<file path="src/rtl/lane_pick_pkg.sv">
package lane_pick_pkg;
  parameter int LANE_W    = 128;
  parameter int NUM_HALF  = 2;
  parameter int NUM_LANE  = 2 * NUM_HALF;
  parameter int IDX_W     = $clog2(NUM_LANE);
  parameter int NIB_W     = 4;
  parameter int CTRL_W    = NIB_W * NUM_HALF;
  parameter int DATA_W    = LANE_W * NUM_HALF;
  parameter int ZERO_POS  = NIB_W - 1;

  typedef struct packed {
    logic                           load;
    logic [NUM_HALF-1:0][IDX_W-1:0] laneSel;
    logic [NUM_HALF-1:0]            zeroHalf;
  } permCtrlT;
endpackage

</file>
<file path="src/rtl/lane_pick_ctrl.sv">
module lane_pick_ctrl
  import lane_pick_pkg::*;
(
  input  logic              inValid,
  input  logic [CTRL_W-1:0] ctrlByte,
  output permCtrlT          strobes
);
  logic [NUM_HALF-1:0][IDX_W-1:0] selField;
  logic [NUM_HALF-1:0]            zeroField;

  // One nibble per half: index in the low bits, zero-force in the top bit.
  for (genvar h = 0; h < NUM_HALF; h++) begin : g_nib
    assign selField[h]  = ctrlByte[h*NIB_W +: IDX_W];
    assign zeroField[h] = ctrlByte[h*NIB_W + ZERO_POS];
  end

  always_comb begin
    strobes.load     = inValid;
    strobes.laneSel  = selField;
    strobes.zeroHalf = zeroField;
  end
endmodule

</file>
<file path="src/rtl/lane_pick_dp.sv">
module lane_pick_dp
  import lane_pick_pkg::*;
(
  input  logic              clk,
  input  logic              rstN,
  input  logic [DATA_W-1:0] srcA,
  input  logic [DATA_W-1:0] srcB,
  input  permCtrlT          strobes,
  output logic              outValid,
  output logic [DATA_W-1:0] result
);
  logic [NUM_LANE-1:0][LANE_W-1:0] lanePool;
  logic [NUM_HALF-1:0][LANE_W-1:0] nextHalf;
  logic [NUM_HALF-1:0][LANE_W-1:0] resReg;
  logic                            validReg;

  // Joined operands: srcA supplies the low lanes, srcB the high lanes.
  assign lanePool = {srcB, srcA};

  for (genvar h = 0; h < NUM_HALF; h++) begin : g_half
    assign nextHalf[h] = strobes.zeroHalf[h] ? '0 : lanePool[strobes.laneSel[h]];
  end

  always_ff @(posedge clk) begin
    if (!rstN) begin
      resReg   <= '0;
      validReg <= 1'b0;
    end else begin
      validReg <= strobes.load;
      if (strobes.load) resReg <= nextHalf;
    end
  end

  assign result   = resReg;
  assign outValid = validReg;
endmodule

</file>
<file path="src/rtl/lane_pick_unit.sv">
module lane_pick_unit
  import lane_pick_pkg::*;
(
  input  logic              clk,
  input  logic              rstN,
  input  logic              inValid,
  input  logic [DATA_W-1:0] srcA,
  input  logic [DATA_W-1:0] srcB,
  input  logic [CTRL_W-1:0] ctrlByte,
  output logic              outValid,
  output logic [DATA_W-1:0] result
);
  permCtrlT strobes;

  lane_pick_ctrl u_ctrl (
    .inValid (inValid),
    .ctrlByte(ctrlByte),
    .strobes (strobes)
  );

  lane_pick_dp u_dp (
    .clk     (clk),
    .rstN    (rstN),
    .srcA    (srcA),
    .srcB    (srcB),
    .strobes (strobes),
    .outValid(outValid),
    .result  (result)
  );
endmodule

</file>
<file path="config.mk">
export PLATFORM = sky130hd
export DESIGN_NAME = lane_pick_unit
export DESIGN_NICKNAME = d
export VERILOG_FILES = /design/src/rtl/lane_pick_pkg.sv /design/src/rtl/lane_pick_ctrl.sv /design/src/rtl/lane_pick_dp.sv /design/src/rtl/lane_pick_unit.sv
export SDC_FILE = /design/constraint.sdc
export NUM_CORES = 1
export LEC_CHECK = 0
export ABC_AREA = 1
export BUFFER_PORTS_ARGS = -buffer_cell sky130_fd_sc_hd__buf_2
export CORE_AREA = 2 2 303 305
export CTS_CLUSTER_DIAMETER = 100
export DETAILED_ROUTE_END_ITERATION = 7
export DIE_AREA = 0 0 305 307
export REMOVE_ABC_BUFFERS = 1
export SLEW_MARGIN = 20
export SYNTH_ARGS = -nofsm -noshare
export SYNTH_HDL_FRONTEND = slang
export SYNTH_SLANG_ARGS = --single-unit
</file>
<file path="constraint.sdc">
create_clock -name clk -period 1.5 [get_ports clk]
set_input_delay 0.3 -clock clk [delete_from_list [all_inputs] [get_ports clk]]
set_output_delay 0.3 -clock clk [all_outputs]
set_load 0.005 [all_outputs]
</file>
# --- Yosys cells after proc, flatten, opt, wreduce, memory -nomap -nowiden ---
# Index checks and enable logic that the tools add are counted.
totals:
  output_inout_bits: 257
  register_bits: 257
  word_cells: 11
op_classes:
  order_cmp: 2
  n_mux: 6
op_table:
  columns: ["op", "n"]
  rows:
  - ["$bmux W128 S2", 2]
  - ["$mux W128", 4]
  - ["$lt A2 B3 Y1 const B", 2]

# --- Logic depth before layout (Yosys ltp) ---
logic_depth:
  word_depth: 3
  ltp_mapped: 9
  depth_no_buf: 6

# --- Hierarchy ---
# A second synthesis with hierarchy kept.
unflattened:
  cells_unflattened: 3600
  area_unflattened_um2: 19541.2
modules_own_cells:
  columns: ["module", "seq_area_each_um2", "area_each_um2", "instances", "cells_each"]
  rows:
  - ["lane_pick_dp", 5144.9, 19488.7, 1, 3593]
  - ["lane_pick_ctrl", 0.0, 52.6, 1, 7]

# --- Worst setup path before layout ---
# No wires, ideal clock.
synth_timing:
  kind: "input port to flip-flop"
  from: "input port ctrlByte[0]"
  to: "register u_dp.resReg (netlist bit u_dp.result[110])"
  t_arrival_ps: 1045
  slack_ps: 323
  path_buffers: 3
  stages: 9
  setup_time_ps: 132
  cell_sequence: "buf_4 inv_2 buf_6 buf_6 nand2_1 nand3_1 nand2_1 nand2_1 a21oi_1"
synth_via:
  elab_chain_len: 3
synth_lines:
  columns: ["element", "line", "text"]
  rows:
  - ["start: declaration", "lane_pick_unit.sv:9", "input logic [CTRL_W-1:0] ctrlByte,"]
  - ["$bmux W128 S2", "lane_pick_dp.sv:21", "assign nextHalf[h] = strobes.zeroHalf[h] ? '0 : lanePool[strobes.laneSel[h]];"]
  - ["$mux W128 (not written as such)", "lane_pick_dp.sv:21", null]
  - ["$mux W128", "lane_pick_dp.sv:21", null]
  - ["end signal: assignment", "lane_pick_dp.sv:30", "if (strobes.load) resReg <= nextHalf;"]
  - ["end: declaration", "lane_pick_dp.sv:14", "logic [NUM_HALF-1:0][LANE_W-1:0] resReg;"]
# No other way between the ends. The select of a mux whose other input is x is not followed.
# A chain may end at the register's enable or synchronous reset.

==> results.txt <==
Setup repair after global routing could not meet its margin everywhere. The async set or reset register ratio after synthesis is 0, and the final total power is 22.1 mW. After synthesis, the most frequently instantiated cells are 1793 x nand2_1, 516 x inv_1, 512 x nand3_1. Clock latency on the worst-skew pair, taken at its later pin, is 0.54 ns. The top achievable clock speed came out at 671 MHz.

The flip-flop cell with the highest count after synthesis was dfxtp_1. The global routing usage summed across all routing layers is 0.182, and the number of buffers added by the clock tree synthesis step is 37. The startpoint of the lowest-slack hold path was rstN.

The yosys synthesis warning count came out at 0. Averaged over all synthesized cells, the footprint is 5.44 µm². The effective utilization at floorplan is 0.216, and the transition time at the pin with the least slew margin is 0.397 ns. The run gives 13 as the initial antenna violation count. The logs give 0 for the count of pins over their slew limit and 780 for the number of I/O pins. The die outline area is 0.0936 mm².

The flow ran to the end, and the final reports show no timing, DRC or antenna violations. The count of endpoints failing setup in the final report came out at 0. Of all cell types, the one taking the most synthesized area is nand2_1. The run gives 3593 as the number of standard cells after synthesis. Power spread over the standard cell area amounts to 812 mW/mm².

The number of DRC markers in iteration 0 was 2272. Summing over every cut layer, the via total after detailed routing is 25400. Number of maximum-capacitance constraint violations: 0. The number of enable flip-flop cells after synthesis came out at 0.

Counting flops and latches in the post-synthesis netlist gives 257. The routed design has 91.8 mm of wire. Across the whole layout, storage elements account for 0.00515 mm². The routed wire length per instance works out to 16.4 µm.

TritonCTS built the clock tree. The clock passes through at most 3 buffers. The logs give 0.954 for the routability congestion estimate and 0.735 for the relative slew slack. STA puts the critical path data required time at 1.98 ns. The start-to-end type of the worst setup path is input port to flip-flop. For this run, design rule violations remaining after detail routing come to 0.

The H-tree was split into 2 levels. The multi-input combinational cells in the finished layout cover a total of 0.0109 mm². The final worst clock skew is 0 ns. The core region is 0.0907 mm². The first detailed-routing pass took 6 iterations. Reg-to-reg critical path endpoint: u_dp.result[48].

The proportion of synthesized chip area in sequential cells was 0.263; the peak supply drop was 0.924 mV. Final worst-path cycle share: 0.994. For the worst setup path, the data arrival time is 1.97 ns.

The class of the worst hold path is input port to flip-flop. The setup slack on the worst flop-to-flop path came out at 0.79 ns. After clock tree synthesis, the clock-pin slew on the worst setup and hold paths is 0.05 ns. The clock sink count is 257. The startpoint identified for the worst register-to-register timing path is u_dp.result[48]. Compared with the post-synthesis result, the final layout area differs by 39.4%. In this run the vertical extent of the chip is 307 µm. During placement, the flow inserted port buffers numbering 777. The area share of the leading cell type in the synthesized netlist was 0.344; the critical-path maximum fanout was 9. The tools report the launching element of the worst setup path as inValid. The run gives 0.300 as the final core utilization.

For this run the aggregate overflow at the end of global routing stands at 0. Entering global routing, the biggest net connects 51 pins. Die outline width: 305 µm. Ranked by total cell area, the synthesized netlist is headed by nand2_1 34%, dfxtp_1 26%, nand3_1 13%. The filler cells instantiated in the layout total 10200.

The worst setup path is launched from an input port. The logs give 111 for the number of standard-cell rows in the floorplan and 0 for the number of routed nets with antenna violations. The total leakage power is 15.4 nW, and the cell count of the worst reg-to-reg path is 2. After detailed routing, the number of vias per cell comes to 4.53. The synthesized netlist contains 15 unique library cells.

The synthesized netlist occupies a cell area of 0.0196 mm². The tools report the clock root buffer master as clkbuf_16. The share of final-layout standard cells stronger than drive strength 1 was 0.260; the first-pass GRT wire length was 135 mm. In the post-synthesis netlist, the cell with the most instances is nand2_1. Following the worst setup path forward leads to its endpoint at u_dp.result[78]. The number of global-route vias before repair is 24000. For the estimated wirelength of the detail-placed design, the log shows 68.3 mm.

Kind of capture point of the worst setup path: a flip-flop. The final number of hold-violating endpoints is 0. The time the worst path needs with I/O delays and setup came out at 1.49 ns.

At the end of the flow, the number of nets in the layout was 4900.
-- worst min-delay path by stage --
stage | slack [ns] | end | cells after the start
after floorplan | 0.39 | u_dp.outValid | 2
after global placement | 0.45 | u_dp.result[116] | 2
after detailed placement | 0.45 | u_dp.result[126] | 2
after CTS | 0.009 | u_dp.outValid | 3
after global routing | 0.03 | u_dp.outValid | 3
final | 0.05 | u_dp.outValid | 3
-- routing by layer --
metal	track usage	up-vias	part of all wire
met2	0.304	1190	0.46
met3	0.0396	263	0.080
met4	0.0936	8	0.053
met1	0.219	11500	0.40
li1	-	12400	-
met5	0	-	0.00054
-- registers in the layout, indices dropped and copies added (netlist names) --
signal	count
u_dp.result	256
u_dp.outValid	1
-- layout make-up --
type,instances,area share
clock inverters,9,0.00542
inverters,519,0.0730
flip-flops and latches,257,0.189
diodes,9,0.000827
clock buffers,51,0.0388
multi-input cells,2563,0.400
well taps,1186,0.0545
repair buffers,999,0.238
-- power by group --
group	internal (mW)	switching (mW)	total [mW]	leakage, nW
clock network	5.57	3.52	9.09	0.593
logic	2.34	3.38	5.72	12.7
registers	7.14	0.174	7.31	2.10
-- timing repair --
action                                  4_1_cts  5_1_grt
hold buffers                                  1        0
pin swaps                                     0        1
resized for setup                             3        2
buffers inserted                              0        9
cloned                                        0        4
hold endpoints to repair                      1        0
endpoints found under the setup margin        3       18
-- critical path, cell delays in order --
cell,delay (ns)
dlygate4sd3_1,0.52
buf_2,0.17
inv_8,0.09
nor2_4,0.14
buf_4,0.14
buf_12,0.15
buf_6,0.20
nand2_1,0.11
a21oi_1,0.12
-- kinds of logic after synthesis --
family          Yosys count  synth area share
buf+inv                 773             0.180
flops                   257             0.263
simple gates           2307             0.476
compound gates          256            0.0811
-- cells in the final DEF (no fill, tap or decap) --
cell type,n
nand2_1,1793
dfxtp_2,2
buf_4,150
inv_6,2
buf_12,66
buf_16,1
bufinv_16,4
inv_8,4
clkinv_2,4
clkbuf_8,10
clkbuf_1,6
clkbuf_16,40
nand3_1,512
a21oi_1,174
buf_2,772
nor2_4,2
buf_6,4
a21oi_2,82
dlygate4sd3_1,1
diode_2,9
inv_1,513
dfxtp_1,255
clkinvlp_4,1
-- stage by stage --
step / std cells / TNS [ns] / hold slack (ns) / instance area [µm²] / setup slack, ns
6_report: 5593 / 0 / 0.0541 / 27200 / 0.00970
5_1_grt: 5591 / -0.0396 / 0.0301 / 27200 / -0.0154
2_1_floorplan: 3339 / -1173.50 / 0.393 / 18000 / -4.67
3_5_place_dp: 5510 / -0.0740 / 0.452 / 25800 / -0.0310
3_3_place_gp: 5510 / -0.0217 / 0.448 / 25800 / -0.0217
4_1_cts: 5571 / 0 / 0.00946 / 27000 / 0.0299
Power figures use the tool's default switching activity.
